### src/rtl/memport_pkg.sv
// Shared types for the port-sizing memory bus controller.
// Assumes size codes are two bits with code 3 meaning the widest width.
package memport_pkg;

    // Bus phase of the current beat.
    typedef enum logic [3:0] {
        ST_IDLE,
        ST_START,
        ST_SETUP,
        ST_ADDR,
        ST_WAIT,
        ST_DATA,
        ST_TERM,
        ST_HOLD,
        ST_FAULT
    } phase_t;

    // Map a size code to log2 of its byte count, clamping code 3 to 32 bits.
    function automatic logic [1:0] clamp_log2(input logic [1:0] code);
        return (code == 2'd3) ? 2'd2 : code;
    endfunction

endpackage

### src/rtl/memport_decode.sv
// Region decoder: compares the request address against every region's base
// under its ignore mask and picks the lowest-index enabled hit.
// Assumes the flat vectors hold region i at bit offset i*AW.
module memport_decode #(
    parameter int AW   = 32,
    parameter int NCS  = 2,
    parameter int SELW = 1
) (
    input  logic [AW-1:0]     addr,
    input  logic [NCS*AW-1:0] base_flat,
    input  logic [NCS*AW-1:0] mask_flat,
    input  logic [NCS-1:0]    valid,
    output logic              hit,
    output logic [SELW-1:0]   sel
);

    logic [NCS-1:0] match;

    // One comparator per region.
    generate
        for (genvar i = 0; i < NCS; i++) begin : g_cmp
            assign match[i] = valid[i] &&
                (((addr ^ base_flat[i*AW +: AW]) & ~mask_flat[i*AW +: AW]) == '0);
        end
    endgenerate

    // Priority pick: the lowest index is scanned last and so wins.
    always_comb begin
        hit = |match;
        sel = '0;
        for (int i = NCS - 1; i >= 0; i--) begin
            if (match[i]) sel = SELW'(i);
        end
    end

endmodule

### src/rtl/memport_lanes.sv
// Data lane steering: extracts the write lane for the current beat and merges
// a captured read lane into the accumulated result.
// Assumes the port width is never wider than DW and the data is right-justified.
module memport_lanes #(
    parameter int DW = 32,
    parameter int BW = 2
) (
    input  logic [1:0]    size_l,
    input  logic [1:0]    port_l,
    input  logic [BW-1:0] beat,
    input  logic [DW-1:0] wdata,
    input  logic [DW-1:0] acc,
    input  logic [DW-1:0] rdata_in,
    output logic [DW-1:0] lane_wdata,
    output logic [DW-1:0] merged
);

    localparam int SHW = $clog2(DW) + 1;

    logic [1:0]     min_l;
    logic [SHW-1:0] lane_bits;
    logic [SHW-1:0] port_bits;
    logic [SHW-1:0] shift;
    logic [DW-1:0]  mask;

    // Lane width is the narrower of access and port; the offset is beat times port width.
    always_comb begin
        min_l      = (size_l < port_l) ? size_l : port_l;
        lane_bits  = SHW'(8) << min_l;
        port_bits  = SHW'(8) << port_l;
        shift      = port_bits * SHW'(beat);
        mask       = {DW{1'b1}} >> (SHW'(DW) - lane_bits);
        lane_wdata = (wdata >> shift) & mask;
        merged     = acc | ((rdata_in & mask) << shift);
    end

endmodule

### src/rtl/memport_seq.sv
// Beat sequencer: accepts a request, steps each beat through its bus phases,
// drops the terminating phase on all but the last beat, and signals completion.
// Assumes the region fields are valid in the accept cycle; they are latched there.
module memport_seq
    import memport_pkg::*;
#(
    parameter int AW   = 32,
    parameter int DW   = 32,
    parameter int SELW = 1,
    parameter int SW   = 2,
    parameter int WW   = 6,
    parameter int HW   = 2,
    parameter int BW   = 2
) (
    input  logic            clk,
    input  logic            rst_n,
    input  logic            req_valid,
    input  logic            req_we,
    input  logic [1:0]      req_size,
    input  logic [AW-1:0]   req_addr,
    input  logic [DW-1:0]   req_wdata,
    input  logic            hit,
    input  logic [SELW-1:0] sel,
    input  logic [1:0]      cfg_port,
    input  logic [SW-1:0]   cfg_setup,
    input  logic [WW-1:0]   cfg_wait,
    input  logic [HW-1:0]   cfg_rdhold,
    input  logic [HW-1:0]   cfg_wrhold,
    input  logic [DW-1:0]   merged,
    output logic            req_ready,
    output logic            resp_valid,
    output logic            resp_err,
    output logic [DW-1:0]   resp_rdata,
    output logic            bus_start,
    output logic            cs_en,
    output logic [SELW-1:0] cs_idx,
    output logic            bus_we,
    output logic [AW-1:0]   bus_addr,
    output logic [DW-1:0]   wdata_q,
    output logic [1:0]      size_q,
    output logic [1:0]      port_q,
    output logic [BW-1:0]   beat
);

    localparam int CW = (SW > WW) ? ((SW > HW) ? SW : HW) : ((WW > HW) ? WW : HW);

    phase_t          state;
    logic [CW-1:0]   cnt;
    logic [BW-1:0]   last_q;
    logic            we_q;
    logic            cs_hold;
    logic [SW-1:0]   setup_q;
    logic [WW-1:0]   wait_q;
    logic [HW-1:0]   hold_q;
    logic [DW-1:0]   acc;
    logic            last_cyc;
    logic            take;
    logic [1:0]      size_in;
    logic [1:0]      port_in;

    // Completion, handshake and bus strobes decoded from the phase.
    always_comb begin
        last_cyc   = ((state == ST_TERM) && (hold_q == '0)) ||
                     ((state == ST_HOLD) && (cnt == '0)) ||
                     (state == ST_FAULT);
        req_ready  = (state == ST_IDLE) || last_cyc;
        take       = req_valid && req_ready;
        resp_valid = last_cyc;
        resp_err   = (state == ST_FAULT);
        bus_start  = (state == ST_START);
        cs_en      = (state == ST_ADDR) || cs_hold;
        bus_we     = we_q && (state != ST_IDLE) && (state != ST_FAULT);
        size_in    = clamp_log2(req_size);
        port_in    = clamp_log2(cfg_port);
        resp_rdata = acc;
    end

    // Phase machine with per-beat counters and request capture.
    always_ff @(posedge clk) begin
        if (!rst_n) begin
            state    <= ST_IDLE;
            cnt      <= '0;
            beat     <= '0;
            last_q   <= '0;
            we_q     <= 1'b0;
            cs_hold  <= 1'b0;
            cs_idx   <= '0;
            setup_q  <= '0;
            wait_q   <= '0;
            hold_q   <= '0;
            size_q   <= '0;
            port_q   <= '0;
            bus_addr <= '0;
            wdata_q  <= '0;
            acc      <= '0;
        end else begin
            case (state)
                ST_IDLE: ;
                ST_START: begin
                    if (setup_q != '0) begin
                        state <= ST_SETUP;
                        cnt   <= CW'(setup_q) - CW'(1);
                    end else begin
                        state <= ST_ADDR;
                    end
                end
                ST_SETUP: begin
                    if (cnt == '0) state <= ST_ADDR;
                    else           cnt   <= cnt - CW'(1);
                end
                ST_ADDR: begin
                    cs_hold <= 1'b1;
                    if (wait_q != '0) begin
                        state <= ST_WAIT;
                        cnt   <= CW'(wait_q) - CW'(1);
                    end else begin
                        state <= ST_DATA;
                    end
                end
                ST_WAIT: begin
                    if (cnt == '0) state <= ST_DATA;
                    else           cnt   <= cnt - CW'(1);
                end
                ST_DATA: begin
                    if (!we_q) acc <= merged;
                    if (beat == last_q) begin
                        state <= ST_TERM;
                    end else begin
                        beat     <= beat + BW'(1);
                        bus_addr <= bus_addr + (AW'(1) << port_q);
                        state    <= ST_START;
                    end
                end
                ST_TERM: begin
                    if (hold_q != '0) begin
                        state <= ST_HOLD;
                        cnt   <= CW'(hold_q) - CW'(1);
                    end
                end
                ST_HOLD: begin
                    if (cnt != '0) cnt <= cnt - CW'(1);
                end
                ST_FAULT: ;
                default: state <= ST_IDLE;
            endcase

            if (last_cyc) begin
                state   <= ST_IDLE;
                cs_hold <= 1'b0;
            end

            if (take) begin
                state    <= hit ? ST_START : ST_FAULT;
                we_q     <= req_we;
                size_q   <= size_in;
                port_q   <= port_in;
                setup_q  <= cfg_setup;
                wait_q   <= cfg_wait;
                hold_q   <= req_we ? cfg_wrhold : cfg_rdhold;
                cs_idx   <= sel;
                bus_addr <= req_addr;
                wdata_q  <= req_wdata;
                beat     <= '0;
                acc      <= '0;
                last_q   <= (size_in > port_in) ? BW'((1 << (size_in - port_in)) - 1) : '0;
            end
        end
    end

    AST_START_PULSE: assert property (@(posedge clk) disable iff (!rst_n)
        bus_start |=> !bus_start);
    AST_DATA_UNDER_CS: assert property (@(posedge clk) disable iff (!rst_n)
        (state == ST_DATA) |-> cs_en);
    AST_DIR_HELD: assert property (@(posedge clk) disable iff (!rst_n)
        !req_ready |=> $stable(bus_we));
    AST_RESP_SINGLE: assert property (@(posedge clk) disable iff (!rst_n)
        (resp_valid && !req_valid) |=> !resp_valid);

endmodule

### src/rtl/memport_ctrl.sv
// Top of the port-sizing external memory bus controller: region decode,
// per-region field selection, beat sequencing and lane steering.
// Assumes DW is 32 so that port codes 0..2 all fit the data bus.
module memport_ctrl #(
    parameter int AW  = 32,
    parameter int DW  = 32,
    parameter int NCS = 2,
    parameter int SW  = 2,
    parameter int WW  = 6,
    parameter int HW  = 2
) (
    input  logic              clk,
    input  logic              rst_n,
    input  logic [NCS*AW-1:0] cfg_base,
    input  logic [NCS*AW-1:0] cfg_mask,
    input  logic [NCS-1:0]    cfg_valid,
    input  logic [NCS*2-1:0]  cfg_port,
    input  logic [NCS*SW-1:0] cfg_setup,
    input  logic [NCS*WW-1:0] cfg_wait,
    input  logic [NCS*HW-1:0] cfg_rdhold,
    input  logic [NCS*HW-1:0] cfg_wrhold,
    input  logic              req_valid,
    output logic              req_ready,
    input  logic              req_we,
    input  logic [1:0]        req_size,
    input  logic [AW-1:0]     req_addr,
    input  logic [DW-1:0]     req_wdata,
    output logic              resp_valid,
    output logic              resp_err,
    output logic [DW-1:0]     resp_rdata,
    output logic              bus_start,
    output logic [NCS-1:0]    bus_cs,
    output logic              bus_we,
    output logic [AW-1:0]     bus_addr,
    output logic [DW-1:0]     bus_wdata,
    input  logic [DW-1:0]     bus_rdata
);

    localparam int SELW = (NCS > 1) ? $clog2(NCS) : 1;
    localparam int BW   = (DW > 8) ? $clog2(DW / 8) : 1;

    logic            hit;
    logic [SELW-1:0] sel;
    logic            cs_en;
    logic [SELW-1:0] cs_idx;
    logic [DW-1:0]   wdata_q;
    logic [1:0]      size_q;
    logic [1:0]      port_q;
    logic [BW-1:0]   beat;
    logic [DW-1:0]   merged;

    memport_decode #(.AW(AW), .NCS(NCS), .SELW(SELW)) u_decode (
        .addr      (req_addr),
        .base_flat (cfg_base),
        .mask_flat (cfg_mask),
        .valid     (cfg_valid),
        .hit       (hit),
        .sel       (sel)
    );

    memport_seq #(
        .AW(AW), .DW(DW), .SELW(SELW), .SW(SW), .WW(WW), .HW(HW), .BW(BW)
    ) u_seq (
        .clk        (clk),
        .rst_n      (rst_n),
        .req_valid  (req_valid),
        .req_we     (req_we),
        .req_size   (req_size),
        .req_addr   (req_addr),
        .req_wdata  (req_wdata),
        .hit        (hit),
        .sel        (sel),
        .cfg_port   (cfg_port[sel*2 +: 2]),
        .cfg_setup  (cfg_setup[sel*SW +: SW]),
        .cfg_wait   (cfg_wait[sel*WW +: WW]),
        .cfg_rdhold (cfg_rdhold[sel*HW +: HW]),
        .cfg_wrhold (cfg_wrhold[sel*HW +: HW]),
        .merged     (merged),
        .req_ready  (req_ready),
        .resp_valid (resp_valid),
        .resp_err   (resp_err),
        .resp_rdata (resp_rdata),
        .bus_start  (bus_start),
        .cs_en      (cs_en),
        .cs_idx     (cs_idx),
        .bus_we     (bus_we),
        .bus_addr   (bus_addr),
        .wdata_q    (wdata_q),
        .size_q     (size_q),
        .port_q     (port_q),
        .beat       (beat)
    );

    memport_lanes #(.DW(DW), .BW(BW)) u_lanes (
        .size_l     (size_q),
        .port_l     (port_q),
        .beat       (beat),
        .wdata      (wdata_q),
        .acc        (resp_rdata),
        .rdata_in   (bus_rdata),
        .lane_wdata (bus_wdata),
        .merged     (merged)
    );

    // One-hot region select from the latched index.
    generate
        for (genvar i = 0; i < NCS; i++) begin : g_cs
            assign bus_cs[i] = cs_en && (cs_idx == SELW'(i));
        end
    endgenerate

    AST_CS_ONEHOT: assert property (@(posedge clk) disable iff (!rst_n)
        $onehot0(bus_cs));
    AST_CS_NO_GAP: assert property (@(posedge clk) disable iff (!rst_n)
        ((bus_cs != '0) && !resp_valid) |=> (bus_cs == $past(bus_cs)));
    AST_FAULT_QUIET: assert property (@(posedge clk) disable iff (!rst_n)
        resp_err |-> ((bus_cs == '0) && !bus_start));

endmodule

### config.mk
export PLATFORM = sky130hd
export DESIGN_NAME = memport_ctrl
export DESIGN_NICKNAME = d
export VERILOG_FILES = /design/src/rtl/memport_pkg.sv /design/src/rtl/memport_decode.sv /design/src/rtl/memport_lanes.sv /design/src/rtl/memport_seq.sv /design/src/rtl/memport_ctrl.sv
export SDC_FILE = /design/constraint.sdc
export NUM_CORES = 1
export LEC_CHECK = 0
export BUFFER_PORTS_ARGS = -buffer_cell sky130_fd_sc_hd__buf_2
export CAP_MARGIN = 20
export CORE_UTILIZATION = 33
export CTS_CLUSTER_DIAMETER = 30
export DETAILED_ROUTE_END_ITERATION = 12
export PLACE_DENSITY_LB_ADDON = 0.12
export SLEW_MARGIN = 10
export SYNTH_ARGS = -nofsm -noshare
export SYNTH_HDL_FRONTEND = slang
export SYNTH_SLANG_ARGS = --single-unit
### constraint.sdc
create_clock -name clk -period 3.45 [get_ports clk]
set_input_delay 0.1725 -clock clk [delete_from_list [all_inputs] [get_ports clk]]
set_output_delay 0.1725 -clock clk [all_outputs]
set_load 0.01 [all_outputs]
### Yosys cells after proc, flatten, opt, wreduce, memory -nomap -nowiden

Index checks and enable logic that the tools add are counted.

* multipliers: 2
* add/sub/neg operators: 9
* muxes and demuxes: 26
* eq/ne operators: 22
* divide/modulo/power cells: 0
* reductions and logical operators: 35
* shift operators: 12
* magnitude comparators: 2
* bitwise gates (word level): 13

Operators with widths (number)
* $and A32 B32 Y32: 4
* $mux W32: 3
* $logic_not A32 Y1: 2
* $not A32 Y32: 2
* $xor A32 B32 Y32: 2
* $add A32 B32 Y32: 1
* $or A32 B32 Y32: 1
* $shl A1 B2 Y32 const A: 1
* $shl A32 B6 Y32: 1
* $shr A32 B6 Y32: 1
* $shr A32 B6 Y32 const A: 1
* $mux W6: 5
* $pmux W6 S5: 1
* $pmux W4 S7: 1
* $mux W4: 6
* $eq A4 B3 Y1 const B: 4
* $shiftx A4 B3 Y2: 4
* $reduce_bool A6 Y1: 2
* $shiftx A12 B5 Y6: 1
* $shl A4 B2 Y6 const A: 2
* $sub A6 B1 Y6 const B: 2
* $mux W2: 5
* $logic_and A1 B1 Y1: 9
* $eq A4 B2 Y1 const B: 2
* 35 further kinds: 58

* latch bits: 0
* output and inout port bits: 103
* RAM bits: 0
* memories: 0
* register bits after elaboration: 127
* memory bits (read-only): 0
* input bits: 260

### Depth between registers and ports, before layout

* depth in word-level cells: 13
* mapped depth: 13
* mapped depth without buffers: 13

### By module

From an unflattened synthesis, not the netlist that was laid out.

* cell total of the unflattened synthesis: 1109
* area, all modules: 8720.9 um^2

By module, submodules not included
* memport_seq: cells an instance 730, area each 5998.3 um^2, instances 1, seq. area each 2542.4 um^2
* memport_lanes: cells an instance 243, area each 1661.6 um^2, instances 1, seq. area each 0.0 um^2
* memport_decode: cells an instance 119, area each 879.6 um^2, instances 1, seq. area each 0.0 um^2
* memport_ctrl: cells an instance 17, area each 181.4 um^2, instances 1, seq. area each 0.0 um^2

### Worst setup path before layout

Ideal clock, no wire load.

* path type: input to register
* from: input port cfg_base[58]
* to: register u_seq.last_q[0]
* stages: 13
* buffers on the path: 0
* arrival time: 2.531 ns
* setup slack: 0.849 ns
* cell sequence: xnor2_1 -> o22ai_1 -> or4_4 -> nor3_4 -> o211ai_4 -> mux2i_1 -> ha_1 -> inv_1 -> fa_1 -> nand2_1 -> nand2_1 -> nand3_1 -> a21oi_1

* cells in the longest elaborated chain, start to end: 13
* elaborated cells between the ends (all ways): 14
* classes of those cells: add/sub: 2; order compare: 1; eq/ne: 1; shift: 2; mux: 4; bitwise: 2; reduce/logical: 2

RTL lines
* start: declaration: line memport_ctrl.sv:14 `input logic [NCS*AW-1:0] cfg_base,`
* $xor A32 B32 Y32 *: line memport_decode.sv:23 `(((addr ^ base_flat[i*AW +: AW]) & ~mask_flat[i*AW +: AW]) == '0);`
* $and A32 B32 Y32 *: line memport_decode.sv:23
* $logic_not A32 Y1 *: line memport_decode.sv:23
* $logic_and A1 B1 Y1 *: line memport_decode.sv:22 `assign match[i] = valid[i] &&`
* $mux W1 * (2 in series): line memport_decode.sv:32 `if (match[i]) sel = SELW'(i);`
* $shiftx A4 B3 Y2 *: line memport_ctrl.sv:73 `.cfg_port (cfg_port[sel*2 +: 2]),`
* $eq A2 B2 Y1: line memport_pkg.sv:20 `return (code == 2'd3) ? 2'd2 : code;`
* $mux W2 *: line memport_pkg.sv:20
* net u_seq.port_in[0]: line memport_seq.sv:59 `logic [1:0] port_in;`
* $sub A2 B2 Y2: line memport_seq.sv:165 `last_q <= (size_in > port_in) ? BW'((1 << (size_in - port_in)) - 1) : '0;`
* $shl A1 B2 Y2: line memport_seq.sv:165
* $sub A2 B2 Y2: line memport_seq.sv:165
* $mux W2 *: line memport_seq.sv:165
* end signal: assignment: line memport_seq.sv:165
* end: declaration: line memport_seq.sv:49 `logic [BW-1:0] last_q;`

Mark *: on every way through the listed nets, which the timed path passes. The rest lies on a longest branch.
A chain may end at the register's enable or synchronous reset.

### Final worst setup path

* from: register u_seq.port_q[1]
* to: output port bus_wdata[20]

* cells in the longest elaborated chain, start to end: 6
* elaborated cells between the ends (all ways): 9
* classes of those cells: add/sub: 1; mul: 1; order compare: 1; shift: 4; mux: 1; bitwise: 1

RTL lines
* start: declaration: line memport_seq.sv:41 `output logic [1:0] port_q,`
* start signal: assignment: line memport_seq.sv:156 `port_q <= port_in;`
* parallel branches: the longest is 5 deep, another holds $mul A6 B2 Y6
* $and A32 B32 Y32 *: line memport_lanes.sv:33 `lane_wdata = (wdata >> shift) & mask;`
* end: declaration: line memport_ctrl.sv:35 `output logic [DW-1:0] bus_wdata,`

Every way passes the cells marked *.

==> flow_summary.json <==
{
  "finalCriticalPeriod_ps": 3140,
  "cts_tree": "built",
  "dpl_cell_area_mm2": 0.0101,
  "io_buffers": 362,
  "critical_path_required_ps": 3280,
  "worst_pin_slew_ps": 845,
  "die-area_mm2": 0.0251,
  "yosysWarningCount": 0,
  "drive_above_1_share_pct": 30.8,
  "numCtsBuffers": 17,
  "drt_iter0_markers": 640,
  "layout_worst_path_cycle_share_pct": 91.1,
  "pin_count": 363,
  "worstHoldStart": "req_we",
  "yosysTopAreaCell": "dfxtp_1",
  "grt_first_pass_wirelength_um": 48400,
  "mostFrequentLayoutCell": "buf_2",
  "synthDistinctLibCells": 68,
  "h-tree-depth": 4,
  "syn2layout_area_growth_pct": 36.8,
  "ir_worst_vdd_v": 0.000250,
  "drc": 0,
  "grt_pass1_vias": 8805,
  "synth-seq-cells": 127,
  "min_path_type": "in2reg",
  "tns_ps": 0,
  "power_switching_mw": 1.29,
  "hold_violations": 0,
  "total_leakage_power_nw": 4.82,
  "status": "finished clean",
  "post-route-util_pct": 46.6,
  "final_cell_mix": "buf_2, nand2_1, a21oi_1",
  "pwr-share-seq_pct": 36.9,
  "p_per_area_mw_per_mm2": 398,
  "wl_per_cell_um": 18.3,
  "syn_avg_cell_area_um2": 7.58,
  "syn_nets": 1345,
  "grt_max_degree": 51,
  "start_util_pct": 34.0,
  "timing.fmax_mhz": 318,
  "firstDrtPassIters": 5,
  "clock_power_share_pct": 44.0,
  "syn_inst": 1067,
  "via_per_inst": 5.25,
  "die_w_um": 159,
  "syn_area_mm2": 0.00809,
  "cts_root_buf": "clkbuf_16",
  "synth_edf_count": 0,
  "rsz0062_at_grt": "false",
  "place_congestion": 0.892,
  "reg2reg_from": "u_seq.state[3]$_SDFFE_PN0P_",
  "overflow": 0,
  "routedLengthMet1_um": 13200,
  "crit_arrival_ps": 2970,
  "yosys-top-cells-area": "dfxtp_1, xnor2_1, a21oi_1, nand2_1, nor2_1",
  "cp-start-kind": "flop",
  "die_h_um": 159,
  "comb_power_share_pct": 19.2,
  "vias": 9273,
  "end_kind": "output port",
  "max_slew_margin_pct": 43.2,
  "p_sw_share_pct": 29.2,
  "synth-main-ff-cell": "dfxtp_1",
  "yosysSeqAreaShare_pct": 31.4,
  "clkTransAtPathRegs_ps": 60,
  "finalSetupViolations": 0,
  "clock-sinks": 127,
  "dp_hpwl_um": 24700,
  "min_path_cells": 3,
  "cts_buffer_depth": 2,
  "wl_met2_um": 16400,
  "fp.coreArea_mm2": 0.0238,
  "slew_viol_final": 0,
  "internal_power_mw": 3.12,
  "antenna_found_initial": 2,
  "track_usage_pct": 25.6,
  "synthArstFlopShare_pct": 0,
  "fp-row-count": 56,
  "fin_nets": 1710,
  "skew_ps": 11.8,
  "crit_type": "reg2out",
  "drv_cap": 0,
  "crit_start": "u_seq.port_q[1]$_SDFFE_PN0P_",
  "r2r_cells": 8,
  "worstPathMaxFanout": 10,
  "clk_latency_ps": 430,
  "ant_nets": 0,
  "yosysTopAreaCellShare_pct": 31.4,
  "fin_area_mm2": 0.0111,
  "routed_wl_um": 32300,
  "highest_layer": "met4",
  "route.met3.wl_um": 1880
}
power by group through the flow:
stage / clock network (mW) / logic (mW) / registers, mW
finish: 1.94 / 0.844 / 1.62
detailed placement: 0 / 0.818 / 1.65
global placement: 0 / 0.818 / 1.65
CTS: 1.97 / 0.850 / 1.62
global route: 2.04 / 0.928 / 1.63
floorplan: 0 / 0.458 / 1.64
metal layers:
metal  vias up  track usage, %
li1       4511               -
met4         0            8.97
met2       372            45.6
met5         -               0
met1      4342            30.8
met3        48            4.27
state kept, by name (all words and copies together), names as in the netlist, 4 cells and up:
register,cells
u_seq.bus_addr,32
u_seq.resp_rdata,32
u_seq.wdata_q,32
u_seq.cnt,6
u_seq.wait_q,6
u_seq.state,4
synthesized netlist by cell type (all sizes together), types with 13 or more instances:
cell	instances
a211oi	26
a21oi	131
a31oi	16
and2	13
and3	16
buf	28
clkbuf	38
dfxtp	127
ha	16
inv	20
mux2i	31
nand2	139
nand2b	15
nand3	27
nor2	113
nor2b	17
nor3	15
o21ai	69
o22ai	32
xnor2	76
area by class of cell:
| type | instances | area [um2] |
|---|---|---|
| Fill cell | 2493 | 12700 |
| Multi-Input combinational cell | 854 | 5150 |
| Clock inverter | 13 | 173 |
| Sequential cell | 127 | 2540 |
| Inverter | 20 | 75.1 |
| Antenna cell | 2 | 5.00 |
| Timing Repair Buffer | 412 | 2260 |
| Clock buffer | 19 | 453 |
| Tap cell | 319 | 399 |
what timing repair did:
action                     CTS  global route
setup endpoints to repair    0            13
hold buffers                30             0
resized for setup            0             3
buffers inserted             0             0
hold endpoints to repair    30             0
stage by stage:
stage	total power, mW	setup slack, ps	instances	hold slack, ps
after floorplan	2.10	849	1067	308
after global placement	2.47	234	1702	415
after detailed placement	2.47	173	1702	420
after CTS	4.44	81.5	1764	16.4
after global routing	4.60	91.6	1766	26.2
final	4.40	308	1766	30.2
worst paths after layout:
| kind | end | slack [ps] |
|---|---|---|
| min reg2reg | u_seq.size_q[0]$_SDFFE_PN0P_ | 460 |
| max | bus_wdata[20] | 310 |
| max reg2reg | u_seq.hold_q[1]$_SDFFE_PN0P_ | 500 |
| min | u_seq.we_q$_SDFFE_PN0P_ | 30 |
worst max-delay path: stages, from the launching register on:
cell	delay, ps
dfxtp_1	500
inv_1	80
ha_1	280
nor2_1	40
o22ai_1	190
ha_2	350
nand2b_1	280
or2_2	470
nor2_1	190
buf_2	160
cells by family after synthesis:
group,after synthesis,share of synthesized area (%)
muxes,32,3.98
and+or+nand+nor,400,23.7
adders and majority gates,19,3.09
AOI/OAI and AO/OA,320,23.6
xor gates and xnor gates,83,8.99
DFF,127,31.4
buffers and inverters,86,5.23
Note: power is estimated with default switching activity, not from simulation.
